==> src/rtl/pctl_pkg.sv <==
package pctl_pkg;
    localparam int XLEN     = 32;
    localparam int RNUM_W   = 5;
    localparam int ALU_FN_W = 4;
    localparam int IMM_W    = 16;
    localparam int RT_LSB   = 16;
    localparam int RD_LSB   = 11;

    typedef struct packed {
        logic [ALU_FN_W-1:0] alu_fn;
        logic                use_imm;
    } ex_ctl_t;

    typedef struct packed {
        logic rd;
        logic wr;
        logic br;
    } mem_ctl_t;

    typedef struct packed {
        logic wr_en;
        logic from_mem;
    } wb_ctl_t;
endpackage

==> src/rtl/pctl_fetch_reg.sv <==
module pctl_fetch_reg import pctl_pkg::*; (
    input  logic            clk,
    input  logic            rst,
    input  logic            stall_i,
    input  logic [XLEN-1:0] instr_i,
    output logic [XLEN-1:0] instr_o
);
    typedef struct packed {
        logic [XLEN-1:0] instr;
    } fd_state_t;

    fd_state_t st_d, st_q;

    always_comb begin
        st_d = st_q;
        if (!stall_i) st_d.instr = instr_i;
    end

    always_ff @(posedge clk) begin
        if (rst) st_q <= '0;
        else     st_q <= st_d;
    end

    assign instr_o = st_q.instr;

    // a stalled edge leaves the decode word untouched
    p_hold_on_stall_r2: assert property (@(posedge clk) disable iff (rst)
        stall_i |=> $stable(instr_o));
endmodule

==> src/rtl/pctl_exec_reg.sv <==
module pctl_exec_reg import pctl_pkg::*; (
    input  logic              clk,
    input  logic              rst,
    input  logic              bubble_i,
    input  logic [XLEN-1:0]   instr_i,
    input  logic              dst_sel_i,
    input  ex_ctl_t           ex_i,
    input  mem_ctl_t          mem_i,
    input  wb_ctl_t           wb_i,
    output ex_ctl_t           ex_o,
    output mem_ctl_t          mem_o,
    output wb_ctl_t           wb_o,
    output logic [RNUM_W-1:0] dst_o,
    output logic [XLEN-1:0]   imm_o
);
    localparam int EXT_W = XLEN - IMM_W;

    typedef struct packed {
        ex_ctl_t           ex;
        mem_ctl_t          mem;
        wb_ctl_t           wb;
        logic [RNUM_W-1:0] dst;
        logic [XLEN-1:0]   imm;
    } de_state_t;

    de_state_t st_d, st_q;

    always_comb begin
        st_d = '0;
        if (!bubble_i) begin
            st_d.ex  = ex_i;
            st_d.mem = mem_i;
            st_d.wb  = wb_i;
            st_d.dst = dst_sel_i ? instr_i[RD_LSB +: RNUM_W] : instr_i[RT_LSB +: RNUM_W];
            st_d.imm = {{EXT_W{instr_i[IMM_W-1]}}, instr_i[IMM_W-1:0]};
        end
    end

    always_ff @(posedge clk) begin
        if (rst) st_q <= '0;
        else     st_q <= st_d;
    end

    assign ex_o  = st_q.ex;
    assign mem_o = st_q.mem;
    assign wb_o  = st_q.wb;
    assign dst_o = st_q.dst;
    assign imm_o = st_q.imm;

    // a bubble carries no effect into later stages
    p_bubble_empty_r3: assert property (@(posedge clk) disable iff (rst)
        bubble_i |=> (ex_o == '0 && mem_o == '0 && wb_o == '0 && dst_o == '0));

    // upper immediate bits all copy the sign bit
    p_imm_sext_r4: assert property (@(posedge clk) disable iff (rst)
        !bubble_i |=> ((&imm_o[XLEN-1:IMM_W-1]) || !(|imm_o[XLEN-1:IMM_W-1])));
endmodule

==> src/rtl/pctl_mem_reg.sv <==
module pctl_mem_reg import pctl_pkg::*; (
    input  logic              clk,
    input  logic              rst,
    input  mem_ctl_t          mem_i,
    input  wb_ctl_t           wb_i,
    input  logic [RNUM_W-1:0] dst_i,
    output mem_ctl_t          mem_o,
    output wb_ctl_t           wb_o,
    output logic [RNUM_W-1:0] dst_o
);
    typedef struct packed {
        mem_ctl_t          mem;
        wb_ctl_t           wb;
        logic [RNUM_W-1:0] dst;
    } em_state_t;

    em_state_t st_d, st_q;

    always_comb begin
        st_d     = st_q;
        st_d.mem = mem_i;
        st_d.wb  = wb_i;
        st_d.dst = dst_i;
    end

    always_ff @(posedge clk) begin
        if (rst) st_q <= '0;
        else     st_q <= st_d;
    end

    assign mem_o = st_q.mem;
    assign wb_o  = st_q.wb;
    assign dst_o = st_q.dst;
endmodule

==> src/rtl/pctl_wb_reg.sv <==
module pctl_wb_reg import pctl_pkg::*; (
    input  logic              clk,
    input  logic              rst,
    input  wb_ctl_t           wb_i,
    input  logic [RNUM_W-1:0] dst_i,
    output logic              from_mem_o,
    output logic              we_o,
    output logic [RNUM_W-1:0] dst_o
);
    typedef struct packed {
        wb_ctl_t           wb;
        logic [RNUM_W-1:0] dst;
    } mw_state_t;

    mw_state_t st_d, st_q;

    always_comb begin
        st_d     = st_q;
        st_d.wb  = wb_i;
        st_d.dst = dst_i;
    end

    always_ff @(posedge clk) begin
        if (rst) st_q <= '0;
        else     st_q <= st_d;
    end

    assign from_mem_o = st_q.wb.from_mem;
    assign dst_o      = st_q.dst;
    assign we_o       = st_q.wb.wr_en && (st_q.dst != '0);
endmodule

==> src/rtl/pctl_stager.sv <==
module pctl_stager import pctl_pkg::*; (
    input  logic                clk,
    input  logic                rst,
    input  logic                stall_i,
    input  logic                flush_i,
    input  logic [XLEN-1:0]     fetch_instr_i,
    output logic                pc_en_o,
    output logic [XLEN-1:0]     id_instr_o,
    input  logic [ALU_FN_W-1:0] dec_alu_fn_i,
    input  logic                dec_use_imm_i,
    input  logic                dec_mem_rd_i,
    input  logic                dec_mem_wr_i,
    input  logic                dec_branch_i,
    input  logic                dec_wb_en_i,
    input  logic                dec_wb_from_mem_i,
    input  logic                dec_dst_sel_i,
    output logic [ALU_FN_W-1:0] ex_alu_fn_o,
    output logic                ex_use_imm_o,
    output logic [XLEN-1:0]     ex_imm_o,
    output logic                mem_rd_o,
    output logic                mem_wr_o,
    output logic                mem_branch_o,
    output logic                wb_from_mem_o,
    output logic                wb_we_o,
    output logic [RNUM_W-1:0]   wb_rnum_o
);
    ex_ctl_t           dec_ex, de_ex;
    mem_ctl_t          dec_mem, de_mem, em_mem;
    wb_ctl_t           dec_wb, de_wb, em_wb;
    logic [RNUM_W-1:0] de_dst, em_dst;
    logic              bubble;

    assign pc_en_o = !stall_i;
    assign bubble  = stall_i || flush_i;

    always_comb begin
        dec_ex.alu_fn   = dec_alu_fn_i;
        dec_ex.use_imm  = dec_use_imm_i;
        dec_mem.rd      = dec_mem_rd_i;
        dec_mem.wr      = dec_mem_wr_i;
        dec_mem.br      = dec_branch_i;
        dec_wb.wr_en    = dec_wb_en_i;
        dec_wb.from_mem = dec_wb_from_mem_i;
    end

    pctl_fetch_reg u_fd (
        .clk(clk), .rst(rst), .stall_i(stall_i),
        .instr_i(fetch_instr_i), .instr_o(id_instr_o)
    );

    pctl_exec_reg u_de (
        .clk(clk), .rst(rst), .bubble_i(bubble), .instr_i(id_instr_o),
        .dst_sel_i(dec_dst_sel_i), .ex_i(dec_ex), .mem_i(dec_mem), .wb_i(dec_wb),
        .ex_o(de_ex), .mem_o(de_mem), .wb_o(de_wb), .dst_o(de_dst), .imm_o(ex_imm_o)
    );

    pctl_mem_reg u_em (
        .clk(clk), .rst(rst), .mem_i(de_mem), .wb_i(de_wb), .dst_i(de_dst),
        .mem_o(em_mem), .wb_o(em_wb), .dst_o(em_dst)
    );

    pctl_wb_reg u_mw (
        .clk(clk), .rst(rst), .wb_i(em_wb), .dst_i(em_dst),
        .from_mem_o(wb_from_mem_o), .we_o(wb_we_o), .dst_o(wb_rnum_o)
    );

    assign ex_alu_fn_o  = de_ex.alu_fn;
    assign ex_use_imm_o = de_ex.use_imm;
    assign mem_rd_o     = em_mem.rd;
    assign mem_wr_o     = em_mem.wr;
    assign mem_branch_o = em_mem.br;

    // memory group moves from the execute slot into the memory slot
    p_mem_follows_r6: assert property (@(posedge clk) disable iff (rst)
        1'b1 |=> ({mem_rd_o, mem_wr_o, mem_branch_o} == $past(de_mem)));

    // write-back number is the one carried from the memory slot
    p_rnum_follows_r7: assert property (@(posedge clk) disable iff (rst)
        1'b1 |=> (wb_rnum_o == $past(em_dst)));

    // no register write reaches register 0
    p_no_r0_write_r8: assert property (@(posedge clk) disable iff (rst)
        wb_we_o |-> ($past(em_dst) != '0 && $past(em_wb.wr_en)));

    // reset leaves every stage empty
    p_reset_clear_r9: assert property (@(posedge clk) disable iff (rst)
        $past(rst) |-> (id_instr_o == '0 && ex_alu_fn_o == '0 && !ex_use_imm_o &&
                        ex_imm_o == '0 && !mem_rd_o && !mem_wr_o && !mem_branch_o &&
                        !wb_from_mem_o && !wb_we_o && wb_rnum_o == '0));
endmodule

==> config.mk <==
export PLATFORM = sky130hd
export DESIGN_NAME = pctl_stager
export DESIGN_NICKNAME = d
export VERILOG_FILES = /design/src/rtl/pctl_pkg.sv /design/src/rtl/pctl_fetch_reg.sv /design/src/rtl/pctl_exec_reg.sv /design/src/rtl/pctl_mem_reg.sv /design/src/rtl/pctl_wb_reg.sv /design/src/rtl/pctl_stager.sv
export SDC_FILE = /design/constraint.sdc
export NUM_CORES = 1
export LEC_CHECK = 0
export BUFFER_PORTS_ARGS = -buffer_cell sky130_fd_sc_hd__buf_2
export CAP_MARGIN = 20
export CORE_MARGIN = 2
export CORE_UTILIZATION = 45
export CTS_BUF_LIST = sky130_fd_sc_hd__clkbuf_2 sky130_fd_sc_hd__clkbuf_4 sky130_fd_sc_hd__clkbuf_8
export CTS_CLUSTER_DIAMETER = 150
export DETAILED_ROUTE_END_ITERATION = 16
export MAX_ROUTING_LAYER = met4
export PLACE_DENSITY = 0.78
export SLEW_MARGIN = 40
export SYNTH_ARGS = -nofsm -noshare
export SYNTH_HDL_FRONTEND = slang
export SYNTH_SLANG_ARGS = --single-unit
export TNS_END_PERCENT = 5
==> constraint.sdc <==
create_clock -name clk -period 1.4 [get_ports clk]
set_input_delay 0.28 -clock clk [delete_from_list [all_inputs] [get_ports clk]]
set_output_delay 0.28 -clock clk [all_outputs]
set_load 0.05 [all_outputs]
==> flow_summary.ini <==
[clock_tree]
clk_latency_ns = 0.34
cts_root_buffer = clkbuf_8
clockBufferDepth = 2
cts_buffers = 9
ctsHoldBuffers = 0
htreeDepth = 3
cts_tree = done
cts_num_sinks = 80
worst_setup_hold_path_clk_slew_ns = 0.08

[timing]
worst_slack_ns = -0.390
hold_violations = 0
tightest_slew_ns = 0.278
slew-limit-headroom_pct = 81.5
rsz0062_at_grt = true
fin_crit_sh_pct = 128
fmax_mhz = 559
period_needed_ns = 1.79
clock_skew_ns = 0.00569
drv_slew = 0
setup_viol_count_final = 1

[synthesis]
synth_fp_nets = 282
synth-edff-count = 0
ys_warn_count = 0
synth-async-reset-ratio_pct = 0
yosysMostFrequentCell = dfxtp_1
ys.flop_type = dfxtp_1
synth_top_cell_by_area = dfxtp_1
synth_common_cells = dfxtp_1 (80), mux2i_1 (37), nor2_1 (37)
yosysUniqueCellTypes = 15
synth.area.top_cells = dfxtp_1 (60%), mux2i_1 (14%), buf_4 (6.8%)
synth_seq_cells = 80
synthCells = 235
synth.avg_cell_area_um2 = 11.3
yosysTopAreaCellShare_pct = 60.1
yosysSeqAreaShare_pct = 60.1
netlist_area_um2 = 2670

[critical_path]
crit_fanout = 2
cpMaxStageDelayCell = or4_1
cpLargestDelayFamily = simple AND/OR/NAND/NOR gates
endpoint_kind = output port
crit_path_start_kind = flop
r2r-end = u_de.dst_o[3]
critical_path.cell_chain = or4_1 -> o21a_1 -> buf_6
arrival_ns = 1.51
crit_type = flop to output port
cp.required_ns = 1.12
worst-path-buf-inv = 1
ff2ff_setup_slack_ns = 0.72
r2r_start = u_fd.instr_o[14]
ff2ff_path_depth = 2
crit_path_max_incr_delay_ns = 0.52

[detailed_routing]
routedWlPerCell_um = 12.0
vias = 1889
drt_first_iter_violations = 29
routed_wl_um = 5110
viasPerCell = 4.44
drc_errors = 0
dr.pass1.iters = 4
ant_nets = 0

[flow_run]
cap_violations = 0

[pwr]
leakagePower_nw = 1.83
p_int_mw = 3.79
p_total_mw = 4.98
ir_drop_v = 0.000929
pwr-share-clk_pct = 40.3
seqPwrFrac_pct = 48.0
swShare_pct = 23.9
p_sw_mw = 1.19
p_comb_share_pct = 11.7
power_density_nw_per_um2 = 1440

[layout]
drive_gt1_share_pct = 43.1
nets = 393
num_antenna_cells = 0
final_cells = 425
design_area_um2 = 3460
fill_cells = 498
syn2layout_area_growth_pct = 29.8

[floorplan]
rows = 28
start_util_pct = 45.8
coreArea_um2 = 5820
die_area_um2 = 6550
io_pins = 127
die_y_um = 81.0
die_w_um = 81.0

[place]
routabilityCongestion = 0.636
hpwlAfterDp_um = 3720
port_buffers = 126
dp_cells = 410
place_area_um2 = 3200

[grt]
antenna_found_initial = 0
grt_pass1_vias = 1690
grt.overflow.total = 0
grt_max_degree = 28
grt_pass1_wl_um = 7850
grt_usage_pct = 16.7

[status]
outcome = finished with violations
violations = negative setup slack

[min_path]
hold_depth = 2
min_path_type = input port to flop
hp-start = dec_mem_wr_i
whs_endpoint = u_de.mem_o[1]
## cell families after synthesis
kind of cell / after synthesis / synth area share (%)
AO/OA/AOI/OAI: 1 / 0.282
buffers and inverters: 34 / 9.11
flip-flops: 80 / 60.1
AND/OR/NAND/NOR: 83 / 16.6
multiplexers: 37 / 13.9
## power by group through the flow
stage	Combinational, mW	Clock, mW	Sequential, mW
floorplan	0.201	0	2.67
global placement	0.579	0	2.44
detailed placement	0.586	0	2.45
CTS	0.588	2.07	2.39
global route	0.619	2.17	2.40
finish	0.582	2.01	2.39
## routing by layer
| layer | vias to the layer above | track usage (%) | part of all wire, % |
|---|---|---|---|
| li1 | 940 | - | - |
| met2 | 92 | 26.9 | 48 |
| met4 | 0 | 9.66 | 1.6 |
| met1 | 851 | 18.1 | 42 |
| met3 | 6 | 5.44 | 8.5 |
| met5 | - | - | 0 |
## flip-flops by register name, indices dropped and copies added (netlist names), 2 cells and up
name / flops
u_de.imm_o: 16
u_em.mem_o: 3
u_de.mem_o: 3
u_de.ex_o: 5
u_em.wb_o: 2
u_mw.dst_o: 5
u_em.dst_o: 5
u_de.dst_o: 5
u_de.wb_o: 2
u_fd.instr_o: 32
## how the worst max path moves through the flow
stage | startpoint | endpoint | slack (ns) | depth (start not counted)
floorplan | u_mw.dst_o[0] | wb_we_o | -0.02 | 2
global placement | u_mw.dst_o[0] | wb_we_o | -0.04 | 3
detailed placement | u_mw.dst_o[0] | wb_we_o | -0.06 | 3
CTS | u_mw.dst_o[0] | wb_we_o | -0.41 | 3
global route | u_mw.dst_o[0] | wb_we_o | -0.46 | 3
finish | u_mw.dst_o[0] | wb_we_o | -0.39 | 3
## stage by stage
| stage | utilization [%] | TNS, ns | setup WS, ns | hold WS [ns] |
|---|---|---|---|---|
| 3_3_place_gp | 55.1 | -0.0399 | -0.0399 | 0.417 |
| 3_5_place_dp | 55.1 | -0.0638 | -0.0638 | 0.426 |
| 4_1_cts | 59.4 | -0.411 | -0.407 | 0.126 |
| 2_1_floorplan | - | -0.0187 | -0.0187 | 0.402 |
| 6_report | 59.5 | -0.390 | -0.390 | 0.140 |
| 5_1_grt | 59.5 | -0.459 | -0.459 | 0.120 |
## layout by cell type (no fill, tap or decap), drive strengths merged
cell type / n
inv: 1
mux2i: 37
clkbuf: 13
or4: 1
nor3: 1
nor2b: 17
and2: 26
o21a: 1
nor2: 37
bufinv: 3
or3: 1
dfxtp: 80
buf: 132
## layout make-up
cell class / instances / area [um^2] / share of cell area, %
inverters: 1 / 3.75 / 0.109
flip-flops and latches: 80 / 1610 / 46.4
repair buffers: 133 / 692 / 20.0
multi-input cells: 121 / 821 / 23.7
well taps: 75 / 93.8 / 2.71
clock inverters: 3 / 90.1 / 2.60
clock buffers: 12 / 153 / 4.41
## what timing repair did
item | CTS | global route
hold endpoints to repair | 0 | 0
setup buffers | 0 | 0
endpoints found under the setup margin | 2 | 18
gates resized for setup | 2 | 2
Power figures use the tool's default switching activity.
